$ cat config.mk
export PLATFORM = sky130hd
export DESIGN_NAME = bvp_frame_packer
export DESIGN_NICKNAME = d
export VERILOG_FILES = /design/src/rtl/bvp_pkg.sv /design/src/rtl/bvp_edge_store.sv /design/src/rtl/bvp_seq.sv /design/src/rtl/bvp_frame_packer.sv
export SDC_FILE = /design/constraint.sdc
export NUM_CORES = 1
export LEC_CHECK = 0
export BUFFER_PORTS_ARGS = -buffer_cell sky130_fd_sc_hd__buf_2
export CORE_ASPECT_RATIO = 1.75
export CORE_MARGIN = 10
export CORE_UTILIZATION = 47
export CTS_BUF_LIST = sky130_fd_sc_hd__clkbuf_8
export CTS_CLUSTER_DIAMETER = 50
export DETAILED_ROUTE_END_ITERATION = 16
export HOLD_SLACK_MARGIN = 0.15
export PLACE_DENSITY = 0.65
export SLEW_MARGIN = 20
export SYNTH_ARGS = -nofsm -noshare
export SYNTH_HDL_FRONTEND = slang
export SYNTH_SLANG_ARGS = --single-unit
$ cat constraint.sdc
create_clock -name clk -period 5.06 [get_ports clk]
set_input_delay 1.012 -clock clk [delete_from_list [all_inputs] [get_ports clk]]
set_output_delay 1.012 -clock clk [all_outputs]
set_load 0.01 [all_outputs]
$ cat src/rtl/bvp_pkg.sv
package bvp_pkg;
  typedef enum logic [1:0] {
    PH_PIX  = 2'd0,
    PH_ROWV = 2'd1,
    PH_COLV = 2'd2
  } bvp_phase_e;
endpackage

$ cat src/rtl/bvp_edge_store.sv
// One edge of the frame: the first edge is written raw, the opposite edge
// overwrites each entry with (opposite - first).
module bvp_edge_store #(
  parameter int DEPTH = 6,
  parameter int PIX_W = 16
) (
  input  logic                       clk,
  input  logic                       wr_en,
  input  logic                       wr_opp,
  input  logic [$clog2(DEPTH)-1:0]   wr_idx,
  input  logic [PIX_W-1:0]           wr_pix,
  input  logic [$clog2(DEPTH)-1:0]   rd_idx,
  output logic signed [PIX_W+1:0]    rd_val
);
  localparam int OUT_W = PIX_W + 2;

  logic signed [OUT_W-1:0] mem [DEPTH];
  logic signed [OUT_W-1:0] pix_ext;
  logic signed [OUT_W-1:0] wr_val;

  assign pix_ext = {{(OUT_W-PIX_W){1'b0}}, wr_pix};
  assign wr_val  = wr_opp ? (pix_ext - mem[wr_idx]) : pix_ext;

  always_ff @(posedge clk) begin
    if (wr_en) mem[wr_idx] <= wr_val;
  end

  assign rd_val = mem[rd_idx];

  // the sequencer only addresses entries that exist
  always_comb begin
    if (wr_en) a_r2_wr_idx_in_range: assert (int'(wr_idx) < DEPTH);
  end
endmodule

$ cat src/rtl/bvp_seq.sv
module bvp_seq
  import bvp_pkg::*;
#(
  parameter int ROWS = 6,
  parameter int COLS = 5
) (
  input  logic                        clk,
  input  logic                        rst,
  input  logic                        load_en,
  input  logic                        in_valid,
  input  logic                        in_sof,
  output logic                        in_ready,
  output logic                        acc,
  output bvp_phase_e                  phase,
  output logic [$clog2(ROWS)-1:0]     pos_r,
  output logic [$clog2(COLS)-1:0]     pos_c,
  output logic [$clog2((ROWS > COLS) ? ROWS : COLS)-1:0] vec_k
);
  localparam int RW = $clog2(ROWS);
  localparam int CW = $clog2(COLS);
  localparam int KW = $clog2((ROWS > COLS) ? ROWS : COLS);
  localparam logic [RW-1:0] R_LAST  = RW'(ROWS - 1);
  localparam logic [CW-1:0] C_LAST  = CW'(COLS - 1);
  localparam logic [KW-1:0] KR_LAST = KW'(ROWS - 1);
  localparam logic [KW-1:0] KC_LAST = KW'(COLS - 1);

  logic [RW-1:0] r_q;
  logic [CW-1:0] c_q;

  assign in_ready = (phase == PH_PIX) && load_en;
  assign acc      = in_valid && in_ready;
  assign pos_r    = in_sof ? '0 : r_q;
  assign pos_c    = in_sof ? '0 : c_q;

  always_ff @(posedge clk) begin
    if (rst) begin
      phase <= PH_PIX;
      r_q   <= '0;
      c_q   <= '0;
      vec_k <= '0;
    end else begin
      unique case (phase)
        PH_PIX: if (acc) begin
          if (pos_c == C_LAST) begin
            c_q <= '0;
            if (pos_r == R_LAST) begin
              r_q   <= '0;
              vec_k <= '0;
              phase <= PH_ROWV;
            end else begin
              r_q <= pos_r + 1'b1;
            end
          end else begin
            c_q <= pos_c + 1'b1;
            r_q <= pos_r;
          end
        end
        PH_ROWV: if (load_en) begin
          if (vec_k == KC_LAST) begin
            vec_k <= '0;
            phase <= PH_COLV;
          end else begin
            vec_k <= vec_k + 1'b1;
          end
        end
        PH_COLV: if (load_en) begin
          if (vec_k == KR_LAST) begin
            vec_k <= '0;
            phase <= PH_PIX;
          end else begin
            vec_k <= vec_k + 1'b1;
          end
        end
        default: phase <= PH_PIX;
      endcase
    end
  end

  // no pixel is taken while the vectors are being emitted
  a_r9_no_input_in_append: assert property (@(posedge clk) disable iff (rst)
    (phase != PH_PIX) |-> !in_ready);
endmodule

$ cat src/rtl/bvp_frame_packer.sv
module bvp_frame_packer
  import bvp_pkg::*;
#(
  parameter int ROWS  = 6,
  parameter int COLS  = 5,
  parameter int PIX_W = 16
) (
  input  logic                 clk,
  input  logic                 rst,
  input  logic                 in_valid,
  output logic                 in_ready,
  input  logic [PIX_W-1:0]     in_data,
  input  logic                 in_sof,
  output logic                 out_valid,
  input  logic                 out_ready,
  output logic [PIX_W+1:0]     out_data,
  output logic                 out_sof,
  output logic                 out_eof
);
  localparam int OUT_W = PIX_W + 2;
  localparam int RW    = $clog2(ROWS);
  localparam int CW    = $clog2(COLS);
  localparam int KW    = $clog2((ROWS > COLS) ? ROWS : COLS);
  localparam int TOTAL = ROWS * COLS + ROWS + COLS;
  localparam int NW    = $clog2(TOTAL + 1);
  localparam logic [RW-1:0] R_LAST  = RW'(ROWS - 1);
  localparam logic [CW-1:0] C_LAST  = CW'(COLS - 1);
  localparam logic [KW-1:0] KR_LAST = KW'(ROWS - 1);
  localparam logic [KW-1:0] KC_LAST = KW'(COLS - 1);
  localparam logic [NW-1:0] N_LAST  = NW'(TOTAL - 1);

  logic                    load_en;
  logic                    acc;
  bvp_phase_e              phase;
  logic [RW-1:0]           pos_r;
  logic [CW-1:0]           pos_c;
  logic [KW-1:0]           vec_k;
  logic signed [OUT_W-1:0] row_rd, col_rd;
  logic signed [OUT_W-1:0] vec_val;
  logic [CW-1:0]           row_rd_idx;
  logic [RW-1:0]           col_rd_idx;

  assign load_en = !out_valid || out_ready;

  bvp_seq #(.ROWS(ROWS), .COLS(COLS)) seq_i (
    .clk(clk), .rst(rst), .load_en(load_en), .in_valid(in_valid),
    .in_sof(in_sof), .in_ready(in_ready), .acc(acc), .phase(phase),
    .pos_r(pos_r), .pos_c(pos_c), .vec_k(vec_k)
  );

  // The unselected store is read at entry 0, which holds the other
  // edge's corner difference needed for the corner elements.
  assign row_rd_idx = (phase == PH_ROWV) ? CW'(vec_k) : '0;
  assign col_rd_idx = (phase == PH_COLV) ? RW'(vec_k) : '0;

  bvp_edge_store #(.DEPTH(COLS), .PIX_W(PIX_W)) row_store_i (
    .clk(clk),
    .wr_en(acc && ((pos_r == '0) || (pos_r == R_LAST))),
    .wr_opp(pos_r == R_LAST),
    .wr_idx(pos_c), .wr_pix(in_data),
    .rd_idx(row_rd_idx), .rd_val(row_rd)
  );

  bvp_edge_store #(.DEPTH(ROWS), .PIX_W(PIX_W)) col_store_i (
    .clk(clk),
    .wr_en(acc && ((pos_c == '0) || (pos_c == C_LAST))),
    .wr_opp(pos_c == C_LAST),
    .wr_idx(pos_r), .wr_pix(in_data),
    .rd_idx(col_rd_idx), .rd_val(col_rd)
  );

  always_comb begin
    vec_val = '0;
    if (phase == PH_ROWV) begin
      vec_val = row_rd;
      if (vec_k == '0)     vec_val = row_rd + col_rd;
      if (vec_k == KC_LAST) vec_val = row_rd - col_rd;
    end else if (phase == PH_COLV) begin
      vec_val = col_rd;
      if (vec_k == '0)     vec_val = col_rd + row_rd;
      if (vec_k == KR_LAST) vec_val = col_rd - row_rd;
    end
  end

  always_ff @(posedge clk) begin
    if (rst) begin
      out_valid <= 1'b0;
      out_data  <= '0;
      out_sof   <= 1'b0;
      out_eof   <= 1'b0;
    end else if (load_en) begin
      if (phase == PH_PIX) begin
        out_valid <= in_valid;
        out_data  <= {2'b00, in_data};
        out_sof   <= (pos_r == '0) && (pos_c == '0);
        out_eof   <= 1'b0;
      end else begin
        out_valid <= 1'b1;
        out_data  <= vec_val;
        out_sof   <= 1'b0;
        out_eof   <= (phase == PH_COLV) && (vec_k == KR_LAST);
      end
    end
  end

  // Samples handed on since the last frame start, for the length check
  logic [NW-1:0] sent_q;
  always_ff @(posedge clk) begin
    if (rst) sent_q <= '0;
    else if (out_valid && out_ready)
      sent_q <= out_eof ? '0 : (out_sof ? NW'(1) : sent_q + 1'b1);
  end

  a_r9_hold_under_stall: assert property (@(posedge clk) disable iff (rst)
    (out_valid && !out_ready) |=> (out_valid && $stable(out_data)
                                   && $stable(out_sof) && $stable(out_eof)));

  a_r2_frame_length: assert property (@(posedge clk) disable iff (rst)
    (out_valid && out_ready && out_eof) |-> (sent_q == N_LAST));

  a_r8_flags_exclusive: assert property (@(posedge clk) disable iff (rst)
    out_valid |-> !(out_sof && out_eof));

  a_r8_eof_returns_to_pixels: assert property (@(posedge clk) disable iff (rst)
    (out_valid && out_ready && out_eof) |=> (phase == PH_PIX));
endmodule

### Word level (Yosys, flattened, before mapping)

Memory sizes are Yosys's and may differ from the RTL's.
Index checks and enable logic that the tools add are counted.

| operators by class | value |
|---|---|
| reduce and logical (&&, ||, !) cells | 18 |
| eq/ne operators | 13 |
| add/subtract/negate cells | 8 |
| multiplexer cells | 39 |

Operators with widths:

| kind | number |
|---|---|
| $mux 18 | 9 |
| $mux 3 | 14 |
| $sub 17x18->18 | 2 |
| $sub 18x18->18 | 2 |
| $add 18x18->18 | 1 |
| $mux 2 | 7 |
| $eq 3x3->1 const B | 4 |
| $ne 2x1->1 const B | 6 |
| $add 3x1->3 const B | 3 |
| $logic_not 3->1 | 3 |
| $pmux 3 s3 | 1 |
| $mux 1 | 7 |
| $reduce_and 7->1 | 1 |
| $logic_and 1x1->1 | 6 |
| $pmux 2 s3 | 1 |
| $reduce_and 6->1 | 1 |
| $logic_or 1x1->1 | 3 |
| $reduce_bool 3->1 | 1 |
| $eq 2x1->1 const B | 1 |
| $eq 2x2->1 const B | 1 |
| $logic_not 2->1 | 1 |
| $ne 2x2->1 const B | 1 |
| $reduce_and 2->1 | 1 |
| $logic_not 1->1 | 1 |

| storage, ports and cells | value |
|---|---|
| memory bits (writable) | 198 |
| bits of input ports | 21 |
| memories kept | 2 |
| bits in registers | 32 |

Memories:

| name | depth | width | read ports | clocked after memory_dff | wr ports | RTL line | text |
|---|---|---|---|---|---|---|---|
| col_store_i.mem | 6 | 18 | 2 | 0 | 1 | bvp_edge_store.sv:17 | `logic signed [OUT_W-1:0] mem [DEPTH];` |
| row_store_i.mem | 5 | 18 | 2 | 0 | 1 | bvp_edge_store.sv:17 |  |

### Longest topological paths before layout

Gate-level depths: netlist (run 1).
An unclocked memory read counts as a cell.

| depth | value |
|---|---|
| depth in word-level cells | 9 |
| depth in mapped cells | 21 |
| depth with buffers taken out | 19 |

### Cells and area by module

From an unflattened synthesis (run 1), not the netlist that was laid out.

| second synthesis, totals | value |
|---|---|
| cells, all modules | 1,633 |
| area total of the unflattened synthesis | 16,577.1 um^2 |

Modules (own cells, without submodules):

| module | cells an instance | seq. area each (um^2) | area an instance (um^2) | instances |
|---|---|---|---|---|
| bvp_edge_store at col_store_i | 498 | 3,243.1 | 6,117.1 | 1 |
| bvp_edge_store at row_store_i | 379 | 2,702.6 | 5,157.4 | 1 |
| bvp_frame_packer | 663 | 420.4 | 4,536.9 | 1 |
| bvp_seq | 93 | 220.2 | 765.7 | 1 |

### Worst setup path after synthesis (run 1)

No wires, ideal clock.

| path | value |
|---|---|
| path kind | reg-to-reg |
| start point | register seq_i.phase[0] |
| end point | register out_data[14] |
| library setup time | 0.091 ns |
| period minus slack after synthesis | 4.810 ns |
| required time | 4.969 ns |
| stages on the path, launching flop included | 22 |
| setup slack | 0.250 ns |
| arrival time | 4.719 ns |
| cell sequence | dfxtp_1 inv_1 ha_1 clkbuf_1 nand2_1 buf_1 buf_2 o22a_1 o22ai_1 o22ai_1 ha_1 inv_1 fa_1 or2_2 a221oi_1 o311ai_2 o31a_1 nor2_1 o21ai_0 xnor2_1 a211o_1 a311oi_1 |

| between the ends | value |
|---|---|
| cells in the longest elaborated chain, start to end | 9 |
| elaborated cells on any way between the ends | 17 |

Ends and longest elaborated chain:

| what | RTL line | text |
|---|---|---|
| start, declared | bvp_seq.sv:14 | `output bvp_phase_e phase,` |
| start signal, assigned | bvp_seq.sv:37 | `phase <= PH_PIX;` |
| start signal, assigned | bvp_seq.sv:49 | `phase <= PH_ROWV;` |
| start signal, assigned | bvp_seq.sv:61 | `phase <= PH_COLV;` |
| $eq 2x2->1 / $eq 2x1->1 (equally long branches) | -- |  |
| $mux 3, on equally long branches | bvp_frame_packer.sv:54, bvp_frame_packer.sv:53 |  |
| $mem_v2 6x18 / $mem_v2 5x18 (equally long branches) | -- |  |
| $add 18x18->18 | bvp_frame_packer.sv:76, bvp_frame_packer.sv:80 |  |
| $mux 18 | bvp_frame_packer.sv:80 | `if (vec_k == '0) vec_val = col_rd + row_rd;` |
| $mux 18 | bvp_frame_packer.sv:81 | `if (vec_k == KR_LAST) vec_val = col_rd - row_rd;` |
| $mux 18 | bvp_frame_packer.sv:78 | `end else if (phase == PH_COLV) begin` |
| $mux 18 | bvp_frame_packer.sv:74 | `if (phase == PH_ROWV) begin` |
| $mux 18 * | bvp_frame_packer.sv:92 | `if (phase == PH_PIX) begin` |
| end signal, assigned | bvp_frame_packer.sv:94 | `out_data <= {2'b00, in_data};` |
| end signal, assigned | bvp_frame_packer.sv:99 | `out_data <= vec_val;` |
| end, declared | bvp_frame_packer.sv:16 | `output logic [PIX_W+1:0] out_data,` |

Every way passes the cells marked *; elsewhere a longest branch is shown, timed or not.
A chain may end at the register's enable or synchronous reset.

### Worst setup path after layout (run 1)

| path | value |
|---|---|
| start point | register seq_i.vec_k[1] in the netlist's numbering |
| end point | register out_data[11] |

| between the ends | value |
|---|---|
| cells in the longest elaborated chain, start to end | 8 |
| elaborated cells on any way between the ends | 17 |

Ends and longest elaborated chain:

| what | RTL line | text |
|---|---|---|
| start, declared | bvp_seq.sv:17 | `output logic [$clog2((ROWS > COLS) ? ROWS : COLS)-1:0] vec_k` |
| start signal, assigned | bvp_seq.sv:63 | `vec_k <= vec_k + 1'b1;` |
| start signal, assigned | bvp_seq.sv:71 | `vec_k <= vec_k + 1'b1;` |
| $mux 3, on equally long branches | bvp_frame_packer.sv:54, bvp_frame_packer.sv:53 |  |
| $mem_v2 6x18 / $mem_v2 5x18 (equally long branches) | -- |  |
| $add 18x18->18 | bvp_frame_packer.sv:76, bvp_frame_packer.sv:80 |  |
| $mux 18 | bvp_frame_packer.sv:80 |  |
| $mux 18 | bvp_frame_packer.sv:81 |  |
| $mux 18 | bvp_frame_packer.sv:78 |  |
| $mux 18 * | bvp_frame_packer.sv:74 |  |
| $mux 18 * | bvp_frame_packer.sv:92 |  |

Marks and branches as above.

==> flow_metrics.tcl, run 1 <==
set metrics [dict create \
    status "complete, no violations" \
    synth_area_mm2 0.01553 \
    portBuffers 42 \
    startpoint "seq_i.vec_k[1]" \
    drtAntennaViolNets 0 \
    fin_worst_skew_ps 20.92 \
    antenna_found_initial 2 \
    ctsRootBufferMaster "clkbuf_8" \
    synthArstFlopShare 0 \
    timing.slew.headroom 0.4446 \
    ys_seq_elements 230 \
    syn2layout_area_growth_pct 11.97 \
    hold_buffers 0 \
    worstSetupEndpointType "flop" \
    drc 0 \
    wl_um 54780 \
    rrSetupSlack_ps 150 \
    path_class "reg -> reg" \
    hpwlAfterDp_um 40120 \
    die_x_um 157.4 \
    ios 43 \
    p_leak_nw 6.720 \
    fin_tns_setup_ps 0 \
    nNetsFinal 1826 \
    wl_per_cell_um 25.63 \
    cts_tree "done" \
    dieArea_mm2 0.04100 \
    hold_slack_ps 448.5 \
    period_minus_slack_ps 4913 \
    syn-num-nets 1746 \
    arrival_ps 5310 \
    first_iter_violations 1182 \
    worst_pin_slew_ps 830.0 \
    timing.final.max_slew_violations 0 \
    grt_pass1_vias 14143 \
    start_util 0.4733 \
    worstSetupStartpointType "flop" \
    min_period_over_period 0.9709 \
    synthFlopType "edfxtp_1" \
    synth_warnings 0 \
    finalSetupViolCount 0 \
    coreArea_mm2 0.03281 \
    cts_made_buffers 34 \
    grt_start_max_net_pins 38 \
    post-place-ws_ps -71.40 \
    clock-sinks 230 \
    insertion_delay_ps 540 \
    rr_worst_depth 15 \
    ctsLongestPathBuffers 3 \
    layout-drive-gt1-share 0.1497 \
    via_count 14030 \
    cp_data_required_time_ps 5460 \
    yosysSeqAreaShare 0.4241 \
    vias_per_cell 6.565 \
    min_from "out_data[8]" \
    yosys.cell_types.count 69 \
    hold_path.class "reg -> reg" \
    reg2reg_from "seq_i.vec_k[1]" \
    final_cell_mix "198 x edfxtp_1, 131 x a21oi_1, 130 x nor2_1" \
    grt_pass1_wl_um 81910 \
    vdd_drop_max_v 0.0002260 \
    syn_avg_cell_area_um2 9.544 \
    place_congestion 0.9444 \
    worst_slack_ps 147.4 \
    synth_edf_count 198 \
    max-cap-violations 0 \
    rsz0062_at_grt "false" \
    grt_overflow 0 \
    holdPathStages 2 \
    worstPathMaxFanout 9 \
    synth_cells 1627 \
    final_common_cell "edfxtp_1" \
    max_freq_mhz 203.6 \
    first_pass_iters 6 \
    grt_use_total 0.2611 \
    hold_viol_final 0 \
    die_h_um 260.5 \
    postLayoutCoreUtil 0.5299 \
    htree_levels 2 \
    num_rows 88 \
    p_per_area_mw_per_mm2 272.0 \
    clkTransAtPathRegs_ps 70 \
]
## where the power goes
part / internal, mW / leakage (nW) / total [mW] / switching (mW)
sequential: 2.11 / 2.08 / 2.14 / 0.0315
combinational: 0.420 / 4.25 / 1.05 / 0.634
clock: 0.797 / 0.388 / 1.53 / 0.737
## stage by stage
stage	instances	area, µm²	total power [mW]
4_1_cts	2135	17360	4.732
5_1_grt	2137	17390	4.934
2_1_floorplan	1627	15530	2.873
3_5_place_dp	2076	16700	3.213
3_3_place_gp	2076	16700	3.197
6_report	2137	17390	4.730
## repair_timing
item / 4_1_cts / 5_1_grt
setup buffers: 0 / 0
resized for setup: 0 / 5
setup endpoints to repair: 0 / 2
## registers in the layout (all words and copies together) (netlist names), 2 cells and up
signal and count:
col_store_i.mem 108, out_data 18, row_store_i.mem 90, seq_i.c_q 3
seq_i.phase 2, seq_i.r_q 3, seq_i.vec_k 3
## logic make-up after synthesis
kind of cell             after synthesis  synth area share
multiplexers                          83           0.05632
AO/OA/AOI/OAI                        553            0.2355
flip-flops                           230            0.4241
AND/OR/NAND/NOR                      428            0.1296
buffers and inverters                187           0.04593
adder cells (fa/ha/maj)               98           0.08138
XOR/XNOR                              48           0.02707
## Yosys cell counts, types with 12 or more instances
cell type | instances | share of area
mux2_2 | 35 | 0.025
nand3_1 | 24 | 0.0077
nor2_1 | 131 | 0.032
o21a_1 | 14 | 0.0068
a221oi_1 | 28 | 0.016
and3_1 | 12 | 0.0048
o22a_1 | 32 | 0.018
clkbuf_1 | 90 | 0.022
o221ai_1 | 13 | 0.0073
o21ai_0 | 109 | 0.035
mux2i_1 | 48 | 0.031
nand2_1 | 110 | 0.027
nor3_1 | 53 | 0.017
a21o_1 | 14 | 0.0068
o22ai_1 | 80 | 0.032
dfxtp_1 | 32 | 0.041
edfxtp_1 | 198 | 0.38
xnor2_1 | 32 | 0.018
inv_1 | 79 | 0.019
a21oi_1 | 132 | 0.043
nand2b_1 | 30 | 0.012
xor2_1 | 16 | 0.0090
ha_1 | 93 | 0.075
nor2b_1 | 14 | 0.0056
a211oi_1 | 18 | 0.0087
o211ai_1 | 15 | 0.0073
## cell type report
type	count	area [µm²]
clock buffers	35	481.7
diodes	2	5.005
inverters	82	311.5
flip-flops and latches	230	6589
fillers	3003	15420
well taps	405	506.7
clock inverters	24	177.7
repair buffers	149	1013
multi-input cells	1210	8303
## per-layer routing
layer,vias up,wire length (µm),global-route usage
met5,-,0,0
met3,271,3343,0.04022
met4,0,4556,0.1929
met1,6752,18610,0.2600
li1,6346,-,-
met2,661,28260,0.4762
## worst max-delay path, stage by stage, from the launching register on
cell and delay, ps:
dfxtp_1 640, clkinvlp_4 400, o22ai_1 220, a21oi_1 90, o21ai_0 380, buf_4 210, inv_1 50, ha_1 230
o311ai_1 630, a21oi_1 240, or3_4 460, a221o_1 370, o21ai_1 160, xnor2_1 80, a2111oi_0 460, o31ai_1 140
## worst paths after layout
kind,endpoint
max reg2reg,out_data[11]
min reg2reg,out_data[8]
max,out_data[11]
min,out_data[8]
Power figures use the tool's default switching activity.
==> inputs of run 2 (changes only) <==
--- a/config.mk
+++ b/config.mk
@@ -13,7 +13,6 @@
 export CTS_CLUSTER_DIAMETER = 50
 export DETAILED_ROUTE_END_ITERATION = 16
 export HOLD_SLACK_MARGIN = 0.15
-export PLACE_DENSITY = 0.65
 export SLEW_MARGIN = 20
 export SYNTH_ARGS = -nofsm -noshare
 export SYNTH_HDL_FRONTEND = slang
==> constraint.sdc (replaced) <==
create_clock -name clk -period 5 [get_ports clk]
set_input_delay 1 -clock clk [delete_from_list [all_inputs] [get_ports clk]]
set_output_delay 1 -clock clk [all_outputs]
set_load 0.01 [all_outputs]
==> flow_metrics.tcl, run 2 (same netlist as run 1, synthesis figures left out) <==
set metrics [dict create \
    status "complete, no violations" \
    timing.final.max_slew_violations 0 \
    cp_data_required_time_ps 5460 \
    arrival_ps 5140 \
    nNetsFinal 1839 \
    min_period_over_period 0.9354 \
    largestRegisters "col_store_i.mem (108), row_store_i.mem (90), out_data (18)" \
    max-cap-violations 0 \
    ios 43 \
    worstSetupStartpointType "flop" \
    p_leak_nw 6.815 \
    fin_tns_setup_ps 0 \
    first_pass_iters 5 \
    ctsLongestPathBuffers 3 \
    worstSetupEndpointType "flop" \
    layout-drive-gt1-share 0.1580 \
    hold_viol_final 0 \
    drtAntennaViolNets 0 \
    rsz0062_at_grt "false" \
    die_h_um 260.5 \
    fin_worst_skew_ps 25.12 \
    syn2layout_area_growth_pct 13.34 \
    via_count 13704 \
    wl_per_cell_um 24.68 \
    worstPathMaxFanout 13 \
    power_mw 4.985 \
    vdd_drop_max_v 0.0004146 \
    worst_pin_slew_ps 1126 \
    portBuffers 42 \
    die_x_um 157.4 \
    path_class "reg -> reg" \
    final_cell_mix "198 x edfxtp_1, 132 x a21oi_1, 128 x nor2_1" \
    grt_overflow 0 \
    grt_start_max_net_pins 38 \
    clock_power_share 0.354 \
    fillers 3072 \
    stdcell_count 2152 \
    vias_per_cell 6.368 \
    wl_um 53120 \
    p_comb_frac 0.211 \
    grt_pass1_vias 14089 \
    period_minus_slack_ps 4677 \
    dp_cells 2088 \
    internal-power_mw 3.549 \
    antenna_found_initial 0 \
    path_cells "inv_1, ha_1, nand2_1, buf_12, o22a_1, o22ai_1, o22ai_1, ha_1, inv_1, fa_1, or2_2, a221oi_1, buf_4, o311ai_2, o31a_1, nor2_1, o21ai_0, xnor2_1, a211o_1, a311oi_1" \
    postLayoutCoreUtil 0.5364 \
    switchingPower_mw 1.436 \
    num_rows 88 \
    swShare 0.2881 \
    ctsRootBufferMaster "clkbuf_8" \
    place_congestion 0.9240 \
    largest_reg_flops 108 \
    insertion_delay_ps 560 \
    dieArea_mm2 0.04100 \
    p_per_area_mw_per_mm2 283.2 \
    power.share.sequential 0.435 \
    regMostFlops "col_store_i.mem" \
    finalSetupViolCount 0 \
    cts_made_buffers 35 \
    final_common_cell "edfxtp_1" \
    clkTransAtPathRegs_ps 70 \
    cp.buffers_inverters 4 \
    grt_pass1_wl_um 80810 \
    drc 0 \
    first_iter_violations 1058 \
    grt_use_total 0.2565 \
    insertedDiodeCount 0 \
    hold_path.class "reg -> reg" \
    start_util 0.4733 \
    max_freq_mhz 213.8 \
    coreArea_mm2 0.03281 \
    htree_levels 2 \
    hpwlAfterDp_um 39360 \
    clock-sinks 230 \
    slowest_delay_ps 460 \
    timing.slew.headroom 0.2468 \
    path_delay_family "compound AO/OA/AOI/OAI gates" \
    crit_slowest_cell "fa_1" \
    cts_tree "done" \
    cts_setup_buffers 0 \
]
-- run 2: changes by cell type in the layout (fill, tap and decap cells not counted), sizes merged --
cell | previous run | this run
buf | 149 | 161
inv | 93 | 87
clkbuf | 35 | 39
clkinv | 8 | 12
bufinv | 3 | 5
diode | 2 | 0
clkinvlp | 2 | 3
-- run 2: worst paths after layout --
kind	from	endpoint	slack (ps)	cells after the start
max	seq_i.phase[0]	out_data[14]	320	20
min	out_data[4]	out_data[4]	450	2
max reg2reg	seq_i.phase[0]	out_data[14]	320	20
min reg2reg	out_data[4]	out_data[4]	450	2
-- run 2: layer usage --
| layer | wire length (µm) | track usage |
|---|---|---|
| met3 | 3257 | 0.03527 |
| met5 | 0 | 0 |
| met4 | 2839 | 0.1416 |
| met1 | 18930 | 0.2721 |
| met2 | 28090 | 0.4737 |
-- run 2: repair_timing --
| action | CTS | global route |
|---|---|---|
| hold buffers | 0 | 0 |
| resized for setup | 0 | 1 |
| setup endpoints to repair | 0 | 1 |
-- run 2: layout make-up --
| class | instances | area, µm² | share of cell area |
|---|---|---|---|
| clock buffer | 39 | 536.8 | 0.03050 |
| clock inverter | 25 | 241.5 | 0.01372 |
| inverter | 82 | 307.8 | 0.01749 |
| multi-input combinational | 1210 | 8289 | 0.4710 |
| sequential | 230 | 6589 | 0.3744 |
| tap | 405 | 506.7 | 0.02879 |
| timing repair buffer | 161 | 1129 | 0.06413 |
-- run 2: power groups by stage --
stage / Clock, mW / Combinational, mW / Sequential, mW
2_1_floorplan: 0 / 0.706 / 2.20
3_3_place_gp: 0 / 1.02 / 2.21
3_5_place_dp: 0 / 1.03 / 2.21
4_1_cts: 1.80 / 1.04 / 2.17
5_1_grt: 1.88 / 1.16 / 2.17
6_report: 1.77 / 1.05 / 2.17
-- run 2: tightest hold or removal path, stage by stage (launching register included) --
cell	delay, ps
dfxtp_1	310
nand2_1	50
a21oi_1	50
-- run 2: stage by stage --
| stage | hold WS [ps] | worst slack, ps | instance area [µm²] |
|---|---|---|---|
| floorplan | 449.7 | 190.2 | 15530 |
| detailed placement | 444.2 | -70.61 | 16820 |
| global route | 473.6 | 20.87 | 17600 |
| CTS | 455.2 | 255.0 | 17600 |
| finish | 450.8 | 323.1 | 17600 |
| global placement | 435.7 | -25.67 | 16820 |
